**src/rtl/tx5b_pkg.sv**
```systemverilog
package tx5b_pkg;
  localparam int NIB_W = 4;
  localparam int SYM_W = 5;

  typedef enum logic [2:0] {
    ST_IDLE, ST_J, ST_K, ST_DATA, ST_T, ST_R
  } enc_st_e;

  localparam logic [SYM_W-1:0] SYM_I = 5'b11111;
  localparam logic [SYM_W-1:0] SYM_J = 5'b11000;
  localparam logic [SYM_W-1:0] SYM_K = 5'b10001;
  localparam logic [SYM_W-1:0] SYM_T = 5'b01101;
  localparam logic [SYM_W-1:0] SYM_R = 5'b00111;
  localparam logic [SYM_W-1:0] SYM_H = 5'b00100;

  function automatic logic [SYM_W-1:0] data_sym(input logic [NIB_W-1:0] n);
    case (n)
      4'h0: data_sym = 5'b11110;
      4'h1: data_sym = 5'b01001;
      4'h2: data_sym = 5'b10100;
      4'h3: data_sym = 5'b10101;
      4'h4: data_sym = 5'b01010;
      4'h5: data_sym = 5'b01011;
      4'h6: data_sym = 5'b01110;
      4'h7: data_sym = 5'b01111;
      4'h8: data_sym = 5'b10010;
      4'h9: data_sym = 5'b10011;
      4'hA: data_sym = 5'b10110;
      4'hB: data_sym = 5'b10111;
      4'hC: data_sym = 5'b11010;
      4'hD: data_sym = 5'b11011;
      4'hE: data_sym = 5'b11100;
      default: data_sym = 5'b11101;
    endcase
  endfunction
endpackage

```
**src/rtl/tx5b_sym_enc.sv**
```systemverilog
module tx5b_sym_enc
  import tx5b_pkg::*;
#(
  parameter int NW = NIB_W,
  parameter int SW = SYM_W
) (
  input  logic          clk,
  input  logic          rst,
  input  logic          load,
  input  logic          tx_en,
  input  logic [NW-1:0] txd,
  input  logic          tx_er,
  output logic [SW-1:0] sym
);
  enc_st_e st_q, st_d;

  always_comb begin
    sym  = SYM_I;
    st_d = st_q;
    unique case (st_q)
      ST_IDLE, ST_R: begin
        if (tx_en) begin
          sym  = SYM_J;
          st_d = ST_J;
        end else begin
          sym  = SYM_I;
          st_d = ST_IDLE;
        end
      end
      ST_J: begin
        sym  = SYM_K;
        st_d = ST_K;
      end
      ST_K, ST_DATA: begin
        if (tx_en) begin
          sym  = tx_er ? SYM_H : data_sym(txd);
          st_d = ST_DATA;
        end else begin
          sym  = SYM_T;
          st_d = ST_T;
        end
      end
      ST_T: begin
        sym  = SYM_R;
        st_d = ST_R;
      end
      default: begin
        sym  = SYM_I;
        st_d = ST_IDLE;
      end
    endcase
  end

  always_ff @(posedge clk) begin
    if (rst) st_q <= ST_IDLE;
    else if (load) st_q <= st_d;
  end

  p_k_follows_j_r2: assert property (@(posedge clk) disable iff (rst)
    (load && st_q == ST_J) |=> (st_q == ST_K));
  p_err_sym_r4: assert property (@(posedge clk) disable iff (rst)
    (load && tx_en && tx_er && (st_q == ST_K || st_q == ST_DATA)) |-> (sym == SYM_H));
  p_end_pair_r5: assert property (@(posedge clk) disable iff (rst)
    (load && st_q == ST_T) |-> (sym == SYM_R));
  p_idle_sym_r1: assert property (@(posedge clk) disable iff (rst)
    (load && !tx_en && (st_q == ST_IDLE || st_q == ST_R)) |-> (sym == SYM_I));
endmodule

```
**src/rtl/tx5b_ser.sv**
```systemverilog
module tx5b_ser #(
  parameter int SW = 5
) (
  input  logic          clk,
  input  logic          rst,
  input  logic          bit_en,
  input  logic [SW-1:0] sym_in,
  output logic          load,
  output logic          nib_take,
  output logic          tx_bit,
  output logic          tx_stb
);
  localparam int IDX_W = $clog2(SW);
  localparam logic [IDX_W-1:0] LAST = IDX_W'(SW - 1);

  logic [IDX_W-1:0] idx_q;
  logic             take_q;
  logic [SW-1:0]    sh_q;
  logic             nrz_q;
  logic             line_q;
  logic             stb_q;
  logic             cur;

  assign load     = bit_en && take_q;
  assign cur      = load ? sym_in[SW-1] : sh_q[SW-1];
  assign nib_take = take_q;
  assign tx_bit   = line_q;
  assign tx_stb   = stb_q;

  always_ff @(posedge clk) begin
    if (rst) begin
      idx_q  <= LAST;
      take_q <= 1'b1;
      sh_q   <= '0;
      nrz_q  <= 1'b0;
      line_q <= 1'b0;
      stb_q  <= 1'b0;
    end else begin
      stb_q <= bit_en;
      if (bit_en) begin
        if (load) begin
          idx_q  <= '0;
          take_q <= 1'b0;
          sh_q   <= {sym_in[SW-2:0], 1'b0};
        end else begin
          idx_q  <= idx_q + 1'b1;
          take_q <= (idx_q == LAST - 1'b1);
          sh_q   <= {sh_q[SW-2:0], 1'b0};
        end
        nrz_q  <= cur;
        line_q <= line_q ^ cur;
      end
    end
  end

  p_nrzi_r8: assert property (@(posedge clk) disable iff (rst)
    tx_stb |-> ((tx_bit ^ $past(tx_bit)) == nrz_q));
  p_hold_r10: assert property (@(posedge clk) disable iff (rst)
    !tx_stb |-> $stable(tx_bit));
  p_take_r7: assert property (@(posedge clk) disable iff (rst)
    load |=> (!nib_take && tx_stb));
endmodule

```
**src/rtl/tx5b_encoder.sv**
```systemverilog
module tx5b_encoder
  import tx5b_pkg::*;
(
  input  logic             clk,
  input  logic             rst,
  input  logic             bit_en,
  input  logic             tx_en,
  input  logic [NIB_W-1:0] txd,
  input  logic             tx_er,
  output logic             nib_take,
  output logic             tx_bit,
  output logic             tx_stb
);
  logic             load;
  logic [SYM_W-1:0] sym;

  tx5b_sym_enc #(.NW(NIB_W), .SW(SYM_W)) enc_i (
    .clk(clk), .rst(rst), .load(load), .tx_en(tx_en),
    .txd(txd), .tx_er(tx_er), .sym(sym)
  );

  tx5b_ser #(.SW(SYM_W)) ser_i (
    .clk(clk), .rst(rst), .bit_en(bit_en), .sym_in(sym),
    .load(load), .nib_take(nib_take), .tx_bit(tx_bit), .tx_stb(tx_stb)
  );
endmodule

```
**config.mk**
```make
export PLATFORM = sky130hd
export DESIGN_NAME = tx5b_encoder
export DESIGN_NICKNAME = d
export VERILOG_FILES = /design/src/rtl/tx5b_pkg.sv /design/src/rtl/tx5b_sym_enc.sv /design/src/rtl/tx5b_ser.sv /design/src/rtl/tx5b_encoder.sv
export SDC_FILE = /design/constraint.sdc
export NUM_CORES = 1
export LEC_CHECK = 0
export BUFFER_PORTS_ARGS = -buffer_cell sky130_fd_sc_hd__buf_4
export CAP_MARGIN = 30
export CORE_AREA = 2 2 40 42
export CTS_CLUSTER_SIZE = 40
export DETAILED_ROUTE_END_ITERATION = 7
export DIE_AREA = 0 0 42 44
export MAX_ROUTING_LAYER = met4
export PLACE_DENSITY = 0.78
export SYNTH_ARGS = -nofsm -noshare
export SYNTH_HDL_FRONTEND = slang
export SYNTH_HIERARCHICAL = 1
export SYNTH_SLANG_ARGS = --single-unit
```
**constraint.sdc**
```tcl
create_clock -name clk -period 2.92 [get_ports clk]
set_input_delay 0.146 -clock clk [delete_from_list [all_inputs] [get_ports clk]]
set_output_delay 0.146 -clock clk [all_outputs]
set_load 0.01 [all_outputs]
```
==> metrics.cfg, run 1 <==
[setup_path]
path_cells = and2b_4, inv_2, o311a_1, mux2i_1, nor2_1, mux2_1
critPathTopFamily = flip-flops
critPathSlowestCell = dfxtp_1
criticalPathCategory = reg -> reg
cp_max_fo = 10
worstPathRequired_ps = 3070
r2r.worst_path.cells = 6
r2r_setup_slack_ps = 1210
critPathArrivalTime_ps = 1850
rr_endpoint = ser_i/tx_bit$_SDFFE_PP0P_
startpoint_type = flop
critPathCaptureType = flop
worst-path-buf-inv = 1
reg2reg_from = enc_i/st_q[1]$_SDFFE_PP0P_
cpPeakStageDelay_ps = 500

[timing]
fmax_mhz = 586
holdWs_ps = 127
final-setup-viol-count = 0
hold_viol_final = 0
slew_violations = 0
rsz0062_at_grt = false
fin_setup_tns_ps = 0
maxSlewHeadroom = 0.747
post-route-min-period_ps = 1710
worst_pin_slew_ps = 379
fin_skew_ps = 5.87
finalCritPeriodShare = 0.584

[floorplan]
rows = 14
die_width_um = 42
start_util = 0.546
coreArea_um2 = 1420
die-area_um2 = 1850
ios = 12
fp.dieH_um = 44

[global_route]
antenna_found_initial = 0
grt_max_degree = 16
grt_pass1_wl_mm = 2.45
grt_usage = 0.181
overflow = 0
grt_pass1_vias = 622

[drt]
viasPerCell = 5.71
routed_wirelength_mm = 1.50
ant_nets = 0
vias = 697
drc = 0
drtIter0Drc = 12
wire_per_inst_um = 12.3
firstDrtPassIters = 4

[synthesis]
synth_commonest_cells = nor2_1 (14), dfxtp_1 (13), nand2_1 (9)
synth_most_common_cell = nor2_1
synth_fp_nets = 107
async_reset_ff_frac = 0
post-synth-top-area-fraction = 0.336
synth_warnings = 6
ys_seq_elements = 13
synth_area_leaders = dfxtp_1 (34%), nor2_1 (6.8%), mux2i_1 (6.5%), a21oi_1 (5.2%), nand2_1 (4.4%)
yosysTopAreaCell = dfxtp_1
synth_ff_type = dfxtp_1
avgSynthCellArea_um2 = 8.07
ys_types = 37
synth.yosys.seq_area_share = 0.336
syn_inst = 96
synth_edf_count = 0
synth_area_um2 = 774

[layout]
drive_above_1_share = 0.198
nets = 118
fin_area_um2 = 867
regArea_um2 = 260
multi_input_area_um2 = 444
final_util = 0.611
nFillCells = 141
area_growth_syn_to_layout_pct = 12.0
antennaDiodeCount = 0

[clock_network]
clockBufferDepth = 2
cts_buffers = 3
cts_max_level = 1
clock_sinks = 13
tritoncts = built
cts_resized = 0
cts-root-buf = clkbuf_4
cts_hold_buffers = 0
clk_pin_slew_ps = 80
clock_latency_ps = 270
post_cts_buffers = 0

[hold_path]
hp-class = in -> reg
hold_depth = 2
holdPathEnd = ser_i/sh_q[3]$_SDFFE_PP0P_
worst_hold_startpoint = bit_en

[pwr]
ir_worst_vdd_v = 0.000264
total_power_mw = 0.381
power_density_nw_per_um2 = 440
leakagePower_nw = 0.383

[status]
status = completed

[placement]
dpl.hpwl_mm = 1.15
gp_congestion = 0.862
placed_cell_area_um2 = 841
port_buffers = 11

[run]
maxCapViolCount = 0

stage by stage:
step / cells / worst slack (ps)
global route: 122 / 1180
global placement: 118 / 1310
finish: 122 / 1210
detailed placement: 118 / 1250
floorplan: 96 / 1430
CTS: 122 / 1230
report_power, final:
group          leakage, nW  switching (mW)  internal, mW  total [mW]
registers            0.107          0.0114         0.189       0.200
logic                0.261          0.0379        0.0374      0.0752
clock network       0.0150          0.0530        0.0528       0.106
layer usage:
| layer | up-vias | global-route usage | share of wire |
|---|---|---|---|
| met5 | - | - | 0 |
| met4 | 0 | 0.110 | 0 |
| met3 | 0 | 0.0375 | 0.043 |
| met2 | 22 | 0.309 | 0.53 |
| met1 | 319 | 0.193 | 0.43 |
| li1 | 356 | - | - |
cell families (layout without fill, tap and decap cells):
family	count (synthesis)	in the layout	synth area share
AOI/OAI and AO/OA	26	26	0.236
adders and majority gates	2	2	0.0323
buffers and inverters	14	24	0.0905
DFF	13	13	0.336
muxes	6	6	0.0792
and+or+nand+nor	35	35	0.226
layout by cell type, fill, tap and decap left out, types with 2 or more instances in the layout:
master,Yosys,routed
a211oi_1,3,3
clkbuf_4,0,3
o21ai_0,3,3
mux2i_1,5,5
dfxtp_1,13,13
a21oi_1,8,8
buf_4,0,11
ha_1,2,2
inv_1,7,7
nand2_1,9,9
nor2_1,14,14
inv_2,2,2
nor2b_1,2,2
worst max path at each step:
stage                                     from                        end  slack, ps  cells past startpoint
floorplan           enc_i/st_q[1]$_SDFFE_PP0P_  ser_i/tx_bit$_SDFFE_PP0P_       1430                      7
global placement    enc_i/st_q[2]$_SDFFE_PP0P_  ser_i/tx_bit$_SDFFE_PP0P_       1310                      6
detailed placement  enc_i/st_q[1]$_SDFFE_PP0P_  ser_i/tx_bit$_SDFFE_PP0P_       1250                      6
CTS                 enc_i/st_q[1]$_SDFFE_PP0P_  ser_i/tx_bit$_SDFFE_PP0P_       1230                      6
global route        enc_i/st_q[2]$_SDFFE_PP0P_  ser_i/tx_bit$_SDFFE_PP0P_       1180                      6
finish              enc_i/st_q[1]$_SDFFE_PP0P_  ser_i/tx_bit$_SDFFE_PP0P_       1210                      6
area by class of cell:
cell class / count / share of cell area
Sequential cell: 13 / 0.300
Multi-Input combinational cell: 69 / 0.512
Inverter: 9 / 0.0390
Clock buffer: 4 / 0.0303
Timing Repair Buffer: 11 / 0.0952
Tap cell: 16 / 0.0231
registers in the layout, indices dropped and copies added, names as in the netlist:
name / flops
ser_i/sh_q: 4
ser_i/nib_take: 1
ser_i/tx_bit: 1
ser_i/tx_stb: 1
ser_i/idx_q: 3
enc_i/st_q: 3
worst register-to-register path, delay by kind of cell (launching register included):
| kind | cells | cell delay [ps] |
|---|---|---|
| AO/OA/AOI/OAI | 1 | 320 |
| flip-flops | 1 | 500 |
| multiplexers | 2 | 450 |
| buffers and inverters | 1 | 30 |
| AND/OR/NAND/NOR | 2 | 290 |
(Power assumes the default switching activity.)
==> inputs of run 2 (changes only) <==
CORE_AREA = 2 2 42 44   (was 2 2 40 42)
DIE_AREA = 0 0 44 46   (was 0 0 42 44)
PLACE_DENSITY = 0.71   (was 0.78)
clock period = 1.75 ns   (was 2.92 ns; I/O delays follow)
==> run 2 against run 1 <==
  * Wire length rose by 0.87%
  * Clock skew fell by 2.5 ps
  * Sequential share of layout area shrank 0.80 points
  * Hold slack got worse by 51 ps
  * Via count rose by 0.14%
  * Clock power increased by 64%
  * Largest power group unchanged
  * Setup slack got worse by 970 ps
  * Design area grew 2.7%
  * First-iteration DRC count down 33%
  * Maximum frequency is 13% higher
  * Critical path depth is the same
  * Combinational power rose by 77%
==> metrics.cfg, run 2 (synthesized netlist as in run 1, its figures left out) <==
[drt]
wire_per_inst_um = 12.0
dr_wl_met2_um = 748
wl_met3_um = 55
maxUsedRoutingLayer = met4
ant_nets = 0
drtIter0Drc = 8
routed_wirelength_mm = 1.51
firstDrtPassIters = 4
wl_met1_um = 694
viasPerCell = 5.54
drc = 0
vias = 698

[global_route]
grt_usage = 0.167
grt_max_degree = 16
overflow = 0
grt_pass1_wl_mm = 2.40
antenna_found_initial = 0
grt_pass1_vias = 618

[timing]
rsz0062_at_grt = false
post-route-min-period_ps = 1510
maxSlewHeadroom = 0.756
fmax_mhz = 662
final-setup-viol-count = 0
finalCritPeriodShare = 0.863
worst_pin_slew_ps = 362
fin_skew_ps = 3.39
fin_setup_tns_ps = 0
hold_viol_final = 0
slew_violations = 0

[floorplan]
die_width_um = 44
fp.dieH_um = 46
rows = 15
coreArea_um2 = 1610
die-area_um2 = 2020
start_util = 0.480
ios = 12

[hold_path]
hp-class = in -> reg
worst_hold_startpoint = bit_en
hold_depth = 2

[clock_network]
cts_resized = 0
clk_pin_slew_ps = 70
clock_sinks = 13
cts_buffers = 3
post_cts_buffers = 0
clockBufferDepth = 2
cts-root-buf = clkbuf_4
tritoncts = built
clock_latency_ps = 260
cts_max_level = 1
cts_hold_buffers = 0

[layout]
fin_area_um2 = 891
area_growth_syn_to_layout_pct = 15.0
layout_common_cells = nor2_1 (14), buf_4 (14), dfxtp_1 (13)
multi_input_area_um2 = 444
nets = 121
reg.largest.list = ser_i/sh_q: 4 flops, enc_i/st_q: 3 flops, ser_i/idx_q: 3 flops
regArea_um2 = 260
nFillCells = 165
largest-register = ser_i/sh_q
largest_register_ffs = 4
antennaDiodeCount = 0
drive_above_1_share = 0.220

[placement]
port_buffers = 11
placed_cell_area_um2 = 865
gp_congestion = 0.908
dpl.hpwl_mm = 1.16

[setup_path]
critPathCaptureType = flop
cp_max_fo = 4
critPathArrivalTime_ps = 1660
reg2reg_from = enc_i/st_q[2]$_SDFFE_PP0P_
worstPathRequired_ps = 1900
critPathLaunch = enc_i/st_q[2]$_SDFFE_PP0P_
criticalPathCategory = reg -> reg
r2r_setup_slack_ps = 240
startpoint_type = flop
r2r.worst_path.cells = 6

[pwr]
power_density_nw_per_um2 = 715
leakagePower_nw = 0.399
ir_worst_vdd_v = 0.000478

[status]
status = completed

[run]
maxCapViolCount = 0

==> run 2: cell types whose count changed in the layout (fill, tap and decap cells not counted), sizes merged <==
cell / previous run / this run
buf: 11 / 14
==> run 2: critical path: stages, from the launching register on <==
cell     delay [ps]
dfxtp_1         310
and2b_4         260
inv_2            30
o311a_1         310
mux2i_1         130
nor2_1           60
mux2_1          310
==> run 2: per-layer routing <==
layer | global-route usage | up-vias
li1 | - | 359
met1 | 0.198 | 328
met2 | 0.256 | 9
met3 | 0.0198 | 2
met4 | 0.133 | 0
met5 | - | -
==> run 2: power by group <==
| group | internal, mW | switching [mW] |
|---|---|---|
| registers | 0.315 | 0.0149 |
| clock network | 0.0881 | 0.0858 |
| logic | 0.0658 | 0.0674 |
| total | 0.469 | 0.168 |
==> run 2: final timing paths <==
kind / endpoint
setup / recovery: ser_i/tx_bit$_SDFFE_PP0P_
hold / removal: ser_i/sh_q[2]$_SDFFE_PP0P_
setup reg to reg: ser_i/tx_bit$_SDFFE_PP0P_
hold reg to reg: ser_i/sh_q[1]$_SDFFE_PP0P_
==> run 2: layout make-up <==
type                    instances  share of cell area
flip-flops and latches         13               0.292
repair buffers                 14               0.118
inverters                       9              0.0379
multi-input cells              69               0.499
clock buffers                   4              0.0295
well taps                      17              0.0239
==> run 2: metrics by stage <==
stage | setup WS, ps | instances | utilization | power [mW] | hold slack [ps]
after floorplan | 256 | 96 | - | 0.424 | 157
after global placement | 271 | 122 | 0.536 | 0.467 | 349
after detailed placement | 252 | 122 | 0.536 | 0.471 | 351
after CTS | 242 | 126 | 0.552 | 0.649 | 58.9
after global routing | 176 | 126 | 0.552 | 0.674 | 80.7
final | 240 | 126 | 0.552 | 0.637 | 75.5
